--- src/rtl/irqc_pkg.sv ---
package irqc_pkg;

  // Register select encoding on the special-register port
  typedef enum logic {
    SEL_MASK   = 1'b0,
    SEL_STATUS = 1'b1
  } reg_sel_e;

  // Status clear rule, picked at build time
  typedef enum logic {
    CLR_ON_ONE  = 1'b0,
    CLR_ON_ZERO = 1'b1
  } clr_mode_e;

endpackage

--- src/rtl/irqc_sync.sv ---
// Per-line synchronizer followed by the edge or level event former.
module irqc_sync #(
  parameter int                 N_LINES     = 32,
  parameter int                 SYNC_STAGES = 2,
  parameter logic [N_LINES-1:0] EDGE_MASK   = '0
) (
  input  logic               clk,
  input  logic               rst_n,
  input  logic [N_LINES-1:0] raw_in,
  output logic [N_LINES-1:0] event_vec
);

  for (genvar i = 0; i < N_LINES; i++) begin : g_line
    logic [SYNC_STAGES-1:0] shreg;
    logic                   synced;

    always_ff @(posedge clk or negedge rst_n) begin
      if (!rst_n) shreg <= '0;
      else        shreg <= {shreg[SYNC_STAGES-2:0], raw_in[i]};
    end
    assign synced = shreg[SYNC_STAGES-1];

    if (EDGE_MASK[i]) begin : g_edge
      logic prev_q;
      always_ff @(posedge clk or negedge rst_n) begin
        if (!rst_n) prev_q <= 1'b0;
        else        prev_q <= synced;
      end
      assign event_vec[i] = synced & ~prev_q;
    end else begin : g_level
      assign event_vec[i] = synced;
    end
  end

endmodule

--- src/rtl/irqc_status.sv ---
// Pending-status register: events set bits, software writes only clear.
module irqc_status
  import irqc_pkg::*;
#(
  parameter int        N_LINES    = 32,
  parameter clr_mode_e CLEAR_MODE = CLR_ON_ONE
) (
  input  logic               clk,
  input  logic               rst_n,
  input  logic [N_LINES-1:0] set_vec,
  input  logic               wr_en,
  input  logic [N_LINES-1:0] wr_data,
  output logic [N_LINES-1:0] status_q
);

  function automatic logic [N_LINES-1:0] clear_bits(
    input logic en, input logic [N_LINES-1:0] data);
    if (!en) return '0;
    return (CLEAR_MODE == CLR_ON_ZERO) ? ~data : data;
  endfunction

  logic [N_LINES-1:0] clr_vec;
  assign clr_vec = clear_bits(wr_en, wr_data);

  always_ff @(posedge clk or negedge rst_n) begin
    if (!rst_n) status_q <= '0;
    else        status_q <= (status_q & ~clr_vec) | set_vec;
  end

  // A bit only rises after an event on its line
  assert_no_spurious_set_R3: assert property (@(posedge clk) disable iff (!rst_n)
    ((status_q & ~$past(status_q) & ~$past(set_vec)) == '0));

  // An event always leaves its bit set, even against a clear
  assert_set_wins_R7: assert property (@(posedge clk) disable iff (!rst_n)
    (($past(set_vec) & ~status_q) == '0));

  // A cleared bit without a competing event goes to zero
  assert_clear_honoured_R5: assert property (@(posedge clk) disable iff (!rst_n)
    (($past(clr_vec & ~set_vec) & status_q) == '0));

endmodule

--- src/rtl/irqc_lowest.sv ---
// Lowest-index encoder over the enabled pending vector.
module irqc_lowest #(
  parameter int N_LINES = 32,
  localparam int ID_W   = $clog2(N_LINES)
) (
  input  logic               clk,
  input  logic               rst_n,
  input  logic [N_LINES-1:0] pend_vec,
  output logic [ID_W-1:0]    low_id,
  output logic               low_valid
);

  function automatic logic [ID_W:0] find_lowest(input logic [N_LINES-1:0] v);
    logic [ID_W:0] r;
    r = '0;
    for (int i = N_LINES - 1; i >= 0; i--) begin
      if (v[i]) r = {1'b1, ID_W'(i)};
    end
    return r;
  endfunction

  assign {low_valid, low_id} = find_lowest(pend_vec);

  // The reported line is pending and nothing below it is
  assert_lowest_index_R9: assert property (@(posedge clk) disable iff (!rst_n)
    low_valid |-> (pend_vec[low_id] &&
                   ((pend_vec & ((N_LINES'(1) << low_id) - N_LINES'(1))) == '0)));

  assert_valid_iff_pending_R9: assert property (@(posedge clk) disable iff (!rst_n)
    (low_valid == (pend_vec != '0)));

endmodule

--- src/rtl/irq_latch_ctrl.sv ---
module irq_latch_ctrl
  import irqc_pkg::*;
#(
  parameter int                 N_LINES     = 32,
  parameter int                 SYNC_STAGES = 2,
  parameter logic [N_LINES-1:0] EDGE_MASK   = N_LINES'(32'h0000_FFFF),
  parameter clr_mode_e          CLEAR_MODE  = CLR_ON_ONE,
  localparam int                ID_W        = $clog2(N_LINES)
) (
  input  logic               clk,
  input  logic               rst_n,
  input  logic [N_LINES-1:0] irq_in,
  input  logic               reg_sel,
  input  logic               reg_we,
  input  logic [N_LINES-1:0] reg_wdata,
  output logic [N_LINES-1:0] reg_rdata,
  output logic               irq_req,
  output logic [ID_W-1:0]    irq_id,
  output logic               irq_id_valid
);

  logic [N_LINES-1:0] event_vec;
  logic [N_LINES-1:0] status_q;
  logic [N_LINES-1:0] mask_q;
  logic [N_LINES-1:0] pend_vec;
  logic               mask_wr;
  logic               status_wr;
  logic               enc_valid;
  logic [ID_W-1:0]    enc_id;

  assign mask_wr   = reg_we && (reg_sel == logic'(SEL_MASK));
  assign status_wr = reg_we && (reg_sel == logic'(SEL_STATUS));

  irqc_sync #(
    .N_LINES    (N_LINES),
    .SYNC_STAGES(SYNC_STAGES),
    .EDGE_MASK  (EDGE_MASK)
  ) u_sync (
    .clk      (clk),
    .rst_n    (rst_n),
    .raw_in   (irq_in),
    .event_vec(event_vec)
  );

  irqc_status #(
    .N_LINES   (N_LINES),
    .CLEAR_MODE(CLEAR_MODE)
  ) u_status (
    .clk     (clk),
    .rst_n   (rst_n),
    .set_vec (event_vec),
    .wr_en   (status_wr),
    .wr_data (reg_wdata),
    .status_q(status_q)
  );

  always_ff @(posedge clk or negedge rst_n) begin
    if (!rst_n)       mask_q <= '0;
    else if (mask_wr) mask_q <= reg_wdata;
  end

  assign pend_vec = status_q & mask_q;

  irqc_lowest #(
    .N_LINES(N_LINES)
  ) u_lowest (
    .clk      (clk),
    .rst_n    (rst_n),
    .pend_vec (pend_vec),
    .low_id   (enc_id),
    .low_valid(enc_valid)
  );

  always_ff @(posedge clk or negedge rst_n) begin
    if (!rst_n) irq_req <= 1'b0;
    else        irq_req <= |pend_vec;
  end

  assign reg_rdata    = (reg_sel == logic'(SEL_STATUS)) ? status_q : mask_q;
  assign irq_id       = enc_id;
  assign irq_id_valid = enc_valid;

  // Mask takes the written word on the next edge
  assert_mask_write_R2: assert property (@(posedge clk) disable iff (!rst_n)
    ($past(mask_wr) && $past(rst_n)) |-> (mask_q == $past(reg_wdata)));

  // Mask holds when not written
  assert_mask_hold_R2: assert property (@(posedge clk) disable iff (!rst_n)
    ($past(!mask_wr) && $past(rst_n)) |-> $stable(mask_q));

  // Request trails the encoder's valid by one cycle
  assert_req_delay_R8: assert property (@(posedge clk) disable iff (!rst_n)
    (irq_req == $past(enc_valid)));

  // A masked-off event never reaches the core side
  assert_masked_silent_R10: assert property (@(posedge clk) disable iff (!rst_n)
    (mask_q == '0) |-> !enc_valid);

endmodule

--- config.mk ---
export PLATFORM = sky130hd
export DESIGN_NAME = irq_latch_ctrl
export DESIGN_NICKNAME = d
export VERILOG_FILES = /design/src/rtl/irqc_pkg.sv /design/src/rtl/irqc_sync.sv /design/src/rtl/irqc_status.sv /design/src/rtl/irqc_lowest.sv /design/src/rtl/irq_latch_ctrl.sv
export SDC_FILE = /design/constraint.sdc
export NUM_CORES = 1
export LEC_CHECK = 0
export CORE_UTILIZATION = 33
export CTS_BUF_LIST = sky130_fd_sc_hd__clkbuf_8 sky130_fd_sc_hd__clkbuf_16
export DETAILED_ROUTE_END_ITERATION = 8
export PLACE_DENSITY = 0.58
export SYNTH_ARGS = -nofsm -noshare
export SYNTH_HDL_FRONTEND = slang
export SYNTH_SLANG_ARGS = --single-unit
--- constraint.sdc ---
create_clock -name clk -period 2.17 [get_ports clk]
set_input_delay 0.651 -clock clk [delete_from_list [all_inputs] [get_ports clk]]
set_output_delay 0.651 -clock clk [all_outputs]
set_load 0.05 [all_outputs]
Word-level counts from Yosys, hierarchy flattened. Index checks and enable logic that the tools add are counted.

Flip-flop bits (word level): 145. Bits in latches: 0. Bits in writable memories: 0. Bits in read-only memories: 0. Bits of input ports: 68. Output and inout port bits: 39. Memories: 0.

Add/subtract/negate cells: 0. $mul: 0. Divide/modulo/power cells: 0. Magnitude comparators: 0. Eq/ne operators: 0. Shift operators: 0. Muxes and demuxes: 34. Bitwise operators: 37. Reductions and logical operators: 3.

Operators with widths (number): two-way mux 6 bit (32); AND 32 bit (2); two-way mux 32 bit (2); NOT 32 bit (1); OR 32 bit (1); OR reduction 32 bit (1); NOT 1 bit (17); AND 1 bit (16); logical AND 1 bit (2).

Longest topological paths before layout. Gate-level depths: netlist (run 1).

Word-level depth: 33. Mapped depth: 7. Depth with buffers taken out: 5.

Modules after synthesis. Synthesis (run 1) repeated with hierarchy kept, for this count alone.

Cell total of the unflattened synthesis: 428. Area total of the unflattened synthesis: 5791.8 sq um.

Modules (own cells, without submodules): irqc_sync (times used 1, cells an instance 112, area an instance 2342.2 sq um); irq_latch_ctrl (times used 1, cells an instance 152, area an instance 1886.8 sq um); irqc_status (times used 1, cells an instance 99, area an instance 1194.9 sq um); irqc_lowest (times used 1, cells an instance 65, area an instance 367.9 sq um).

Worst setup path after synthesis (run 1). OpenSTA, ideal clock, no wires.

Path kind: register -> output. Start: register u_status.status_q[24]. End: output port irq_id[1]. Data arrival time: 2.489 ns. Required time: 1.519 ns. Slack: -0.970 ns. Stages on the path, launching flop included: 5. Cell sequence: dfrtp_1 > a22o_1 > o21ai_1 > a21oi_1 > o41ai_1.

Longest elaborated chain between the ends: 26.

RTL lines: start: declaration (RTL line irqc_status.sv:13) `output logic [N_LINES-1:0] status_q`; start signal: assignment (RTL line irqc_status.sv:27) `else status_q <= (status_q & ~clr_vec) | set_vec;`; AND 32 bit (RTL line irq_latch_ctrl.sv:62) `assign pend_vec = status_q & mask_q;`; two-way mux 6 bit (25 in series) (RTL line irqc_lowest.sv:17) `if (v[i]) r = {1'b1, ID_W'(i)};`; end: declaration (RTL line irq_latch_ctrl.sv:18) `output logic [ID_W-1:0] irq_id,`.

No other way between the ends.

Worst setup path in the final report (run 1).
Start: register mask_q[27]. End: output port irq_id[0].

Longest elaborated chain between the ends: 29.

RTL lines: start: declaration (RTL line irq_latch_ctrl.sv:24) `logic [N_LINES-1:0] mask_q;`; start signal: assignment (RTL line irq_latch_ctrl.sv:59) `else if (mask_wr) mask_q <= reg_wdata;`; AND 32 bit (RTL line irq_latch_ctrl.sv:62); two-way mux 6 bit (28 in series) (RTL line irqc_lowest.sv:17).

No other way between the ends.

==> out/summary.txt, run 1 <==
pre-CTS WS -> -0.224 ns
Clock Skew -> 0.0111 ns
sequential-to-total area share from yosys stat -> 0.672
failing checks -> negative setup slack
Gate Count Post-Synth -> 408
total power -> 7.88 mW
vias in the first global route -> 4,246
area leader, netlist -> dfrtp_1
die area -> 16,900 um2
final hold violations -> 0
Starting Density -> 0.339
syn_nets -> 476
largest cells by area after synthesis -> dfrtp_1, mux2_2, nand2_1
DP Area -> 7360 um2
placed insts -> 798
Tcrit/Tclk final -> 1.25
final net count -> 679
first-pass GRT wire length -> 21.3 mm
vias -> 3,844
HPWL Detailed -> 9.27 mm
Worst-Skew Late Latency -> 0.43 ns
GRT Resource Usage Total -> 0.171
antenna viol nets, final -> 0
CTS clock-pin slew for the worst setup and hold paths -> 0.06 ns
Post-Syn Area per Cell -> 13.2 um2
hold slack -> 0.145 ns
# setup viols final -> 6
Rel. slew slack -> 0.673
area share of the largest cell type after synthesis -> 0.672
root buffer cell -> clkbuf_16
Clock Path Buffers -> 2
largest net degree at the start of global routing -> 44
number of buffers created by CTS -> 17
Async S/R FF share, synth -> 1.00
Die Ht -> 130 um
DR iter-0 viols -> 166
fmax -> 369 MHz
Final Slew Violations -> 0
Top Ports -> 107
RD Place Congestion -> 0.751
max_cap viols -> 0
RSZ-0062 raised after global routing -> true
Critical Path Start Type -> register
drt drc -> 0
Final Util -> 0.527
fraction of layout cells with a size suffix above 1 -> 0.425
CTS tree -> built
Unique masters post-synth -> 38
CTS Sinks -> 145
Die W -> 130 um
initial antenna violation count -> 0
total negative slack -> -2.76 ns
Primary FF master, synth -> dfrtp_1
peak supply drop -> 0.583 mV
crit path DAT -> 2.06 ns
Leak Pwr -> 3.69 nW
crit path kind -> register to output port
Cell Pwr Density -> 939 nW/um2
Pre-Repair DR Iteration Count -> 6
minimum clock period -> 2.71 ns
wire length per cell -> 16.2 um
CTS hold repair buffers -> 0
R2R setup slack -> 0.65 ns
Post-synth EDFFs -> 0
final worst slack -> -0.538 ns
final instance area -> 8400 um2
Syn-to-layout area delta -> 55.4%
number of synthesized register bits -> 145
vias per cell -> 4.58
critical path data required time -> 1.52 ns
CP endpoint kind -> output port
PortBufs -> 106
crit-path max FO -> 2
synthesized area -> 5400 um2
total grt overflow -> 0
core area -> 15,900 um2
outcome -> finished, violations left
yosys warns -> 0
Slew @ Worst Pin -> 0.493 ns
Hold Path Class -> primary input to asynchronous set/reset pin
H-tree depth -> 4
Rows -> 46
ANT cells -> 0
WL final -> 13.6 mm
Non-Filler Instances -> 840
-- cells in the mapped netlist (2+ instances only) --
library cell / number
dfrtp_1: 145
nand2_1: 83
mux2_2: 63
o21ai_0: 18
inv_1: 16
a21o_1: 15
buf_2: 10
a22oi_1: 7
a21oi_1: 4
a32o_1: 4
nor2_1: 4
a22o_1: 3
a22oi_2: 3
a211oi_1: 2
a221oi_1: 2
a31oi_1: 2
and2_1: 2
clkbuf_1: 2
nand3_1: 2
nor2b_1: 2
o2111ai_1: 2
-- sequential cells by signal (all words and copies together), names as in the netlist --
name	cells
u_sync.g_line.shreg	64
mask_q	32
u_status.status_q	32
u_sync.g_line.g_edge.prev_q	16
irq_req	1
-- worst paths after layout --
| path | from | to | depth (start not counted) |
|---|---|---|---|
| setup / recovery | mask_q[27]$_DFFE_PN0P_ | irq_id[0] | 7 |
| hold / removal | rst_n | u_sync.g_line[2].shreg[0]$_DFF_PN0_ | 1 |
| setup reg to reg | mask_q[30]$_DFFE_PN0P_ | irq_req$_DFF_PN0_ | 6 |
| hold reg to reg | u_sync.g_line[10].shreg[0]$_DFF_PN0_ | u_sync.g_line[10].shreg[1]$_DFF_PN0_ | 0 |
| max in group asynchronous | rst_n | u_sync.g_line[31].shreg[1]$_DFF_PN0_ | 2 |
| min in group clk | u_sync.g_line[10].shreg[0]$_DFF_PN0_ | u_sync.g_line[10].shreg[1]$_DFF_PN0_ | 0 |
-- power breakdown --
part / total (mW) / internal, mW / switching (mW)
clock network: 2.99 / 1.82 / 1.17
registers: 3.07 / 2.92 / 0.155
logic: 1.81 / 0.884 / 0.931
-- routing by layer --
| metal | GRT usage | vias up | wire (um) |
|---|---|---|---|
| met1 | 0.211 | 1900 | 5930 |
| met2 | 0.279 | 95 | 6730 |
| met5 | 0 | - | 0 |
| met3 | 0.0496 | 20 | 646 |
| met4 | 0.0787 | 0 | 313 |
| li1 | - | 1829 | - |
-- cell type report --
cell class / count / area [um2]
clock inverters: 15 / 184
fillers: 1374 / 7550
inverters: 16 / 60.1
repair buffers: 196 / 1960
clock buffers: 17 / 425
flip-flops and latches: 145 / 3630
multi-input cells: 235 / 1870
well taps: 216 / 270
-- what timing repair did --
item / in CTS / in global routing
gates resized for setup: 56 / 19
cloned: 2 / 2
pin swaps: 19 / 8
setup endpoints to repair: 27 / 26
setup buffers: 6 / 3
-- critical path, cell delays in order (launching register included) --
cell and delay, ns:
dfrtp_1 0.37, a22o_1 0.23, a31oi_1 0.17, o2111ai_1 0.15, a2111oi_2 0.32, buf_4 0.18
nor2_4 0.04, buf_8 0.16
-- cell usage in the layout, fill, tap and decap left out, drive strengths merged, types with 2 or more instances in the layout --
cell,Yosys,routed
nor3,2,2
nor2b,2,2
a221oi,2,2
a211oi,2,2
and2,4,4
a32o,4,4
o2111ai,2,2
o21ai,19,19
clkinvlp,0,3
a22oi,10,10
clkbuf,2,19
inv,16,19
a21o,16,16
clkinv,0,6
clkdlybuf4s50,0,65
a21oi,4,4
a22o,4,4
buf,10,128
nand3,3,3
a31oi,2,2
dfrtp,145,145
bufinv,0,3
mux2,64,64
nand2,83,83
nor2,4,4
-- logic make-up (layout without fill, tap and decap cells) --
family | count (synthesis) | count (layout) | share of synthesized area
AOI/OAI and AO/OA | 70 | 70 | 0.0940
buffers and inverters | 28 | 244 | 0.0218
DFF | 145 | 145 | 0.672
muxes | 64 | 64 | 0.133
and+or+nand+nor | 101 | 101 | 0.0792
No activity file was read; power rests on OpenSTA's default activity.
==> run 2, diff against run 1 <==
Settings changed: CORE_MARGIN from default to 5, CORE_UTILIZATION 33 to 45, PLACE_DENSITY 0.58 to 0.74, RECOVER_POWER from default to 25.
==> out/summary.txt, run 2 (same netlist as run 1, synthesis figures left out) <==
CP endpoint kind -> output port
Slowest cell on crit path -> dfrtp_1
WL final -> 13.0 mm
Final Slew Violations -> 0
Rel. slew slack -> 0.123
failing checks -> negative setup slack
Reg2Reg Depth -> 6
Crit path max-delay family -> compound AO/OA/AOI/OAI gates
first-pass GRT wire length -> 21.5 mm
largest register by flop count -> u_sync.g_line.shreg
Worst-Skew Late Latency -> 0.42 ns
RR Endpoint -> irq_req$_DFF_PN0_
root buffer cell -> clkbuf_16
Buf/Inv on CP -> 2
pre-CTS WS -> -0.215 ns
Tcrit/Tclk final -> 1.22
Leak Pwr -> 3.54 nW
final instance area -> 8030 um2
fraction of layout cells with a size suffix above 1 -> 0.407
Pre-Repair DR Iteration Count -> 5
antenna viol nets, final -> 0
CTS hold repair buffers -> 0
Hold Path Class -> register to register
total grt overflow -> 0
Crit. path cell count -> 7
Non-Filler Instances -> 759
fmax -> 377 MHz
worst path cell trace -> a22o_1 > a221oi_2 > nand2_1 > nor3_2 > buf_4 > nand2_2 > buf_8
most common cell after layout, fill and taps aside -> dfrtp_1
Die Ht -> 120 um
final hold violations -> 0
Clock Path Buffers -> 2
RSZ-0062 raised after global routing -> true
Rows -> 40
final net count -> 667
CTS Sinks -> 145
commonest non-fill, non-tap cells in the layout -> dfrtp_1, buf_4, nand2_1
max reg flops -> 64
ANT cells -> 0
# setup viols final -> 7
Syn-to-layout area delta -> 48.7%
outcome -> finished, violations left
PortBufs -> 106
crit path launch -> u_status.status_q[30]$_DFF_PN0_
peak supply drop -> 0.705 mV
beginning of the worst register-to-register path -> u_status.status_q[30]$_DFF_PN0_
vias per cell -> 5.05
largest registers -> u_sync.g_line.shreg (64), mask_q (32), u_status.status_q (32)
number of buffers created by CTS -> 17
slowest cell delay on critical path -> 0.38 ns
vias -> 3,832
Cell Pwr Density -> 947 nW/um2
H-tree depth -> 4
HPWL Detailed -> 9.18 mm
die area -> 14,300 um2
final worst slack -> -0.480 ns
multi-input logic area -> 1860 um2
Critical Path Start Type -> register
crit path kind -> register to output port
register area -> 3630 um2
core area -> 11,900 um2
R2R setup slack -> 0.63 ns
CTS tree -> built
CTS clock-pin slew for the worst setup and hold paths -> 0.06 ns
DP Area -> 7170 um2
critical path data required time -> 1.52 ns
RD Place Congestion -> 0.770
minimum clock period -> 2.65 ns
wire length per cell -> 17.1 um
drt drc -> 0
Starting Density -> 0.454
DR iter-0 viols -> 232
GRT Resource Usage Total -> 0.196
vias in the first global route -> 4,240
Die W -> 120 um
largest net degree at the start of global routing -> 51
placed insts -> 717
end point of the critical path -> irq_id_valid
crit-path max FO -> 3
crit path DAT -> 2.00 ns
Clock Skew -> 0.00707 ns
Top Ports -> 107
FILL cells -> 851
Slew @ Worst Pin -> 1.32 ns
initial antenna violation count -> 0
max_cap viols -> 0
## run 2: cell count changes in the layout (fill, tap and decap cells not counted), sizes merged
cell / before / now
inv: 19 / 20
clkinvlp: 3 / 2
bufinv: 3 / 2
buf: 128 / 117
## run 2: routing by layer
metal	vias to the layer above	track usage	wire length, um
li1	1799	-	-
met1	1907	0.241	5530
met2	105	0.320	6460
met3	21	0.0716	774
met4	0	0.0651	249
met5	-	0	0
## run 2: worst min-delay path by stage
stage / from / to / slack (ns) / cells after the start
after global routing: u_sync.g_line[21].shreg[0]$_DFF_PN0_ / u_sync.g_line[21].shreg[1]$_DFF_PN0_ / 0.35 / 0
final: u_sync.g_line[24].shreg[0]$_DFF_PN0_ / u_sync.g_line[24].shreg[1]$_DFF_PN0_ / 0.35 / 0
after floorplan: u_sync.g_line[0].shreg[0]$_DFF_PN0_ / u_sync.g_line[0].shreg[1]$_DFF_PN0_ / 0.33 / 0
after detailed placement: u_sync.g_line[21].shreg[0]$_DFF_PN0_ / u_sync.g_line[21].shreg[1]$_DFF_PN0_ / 0.33 / 0
after CTS: rst_n / u_sync.g_line[2].shreg[0]$_DFF_PN0_ / 0.18 / 1
after global placement: u_sync.g_line[7].shreg[0]$_DFF_PN0_ / u_sync.g_line[7].shreg[1]$_DFF_PN0_ / 0.33 / 0
## run 2: power breakdown
group,total [mW],internal [mW],switching (mW)
clock,2.83,1.72,1.11
sequential,3.07,2.92,0.150
combinational,1.71,0.791,0.921
total,7.61,5.43,2.18
## run 2: metrics by stage
step           TNS [ns]  total power [mW]  hold WS [ns]   util
2_1_floorplan   -0.0892              3.94         0.331      -
3_3_place_gp     -0.678              4.65         0.332  0.602
3_5_place_dp      -1.01              4.69         0.335  0.602
4_1_cts           -2.80              7.66         0.179  0.669
5_1_grt           -3.58              7.93         0.350  0.674
6_report          -2.81              7.61         0.346  0.674
## run 2: final cells by class
type / count / share of cell area
clock buffer: 18 / 0.0547
clock inverter: 14 / 0.0173
inverter: 16 / 0.00748
multi-input combinational: 235 / 0.232
sequential: 145 / 0.452
tap: 147 / 0.0229
timing repair buffer: 184 / 0.214
## run 2: what timing repair did
action / 4_1_cts / 5_1_grt
endpoints found under the setup margin: 26 / 8
setup buffers: 7 / 2
gates resized for setup: 33 / 15
pin swaps: 14 / 9
gates cloned: 1 / 0
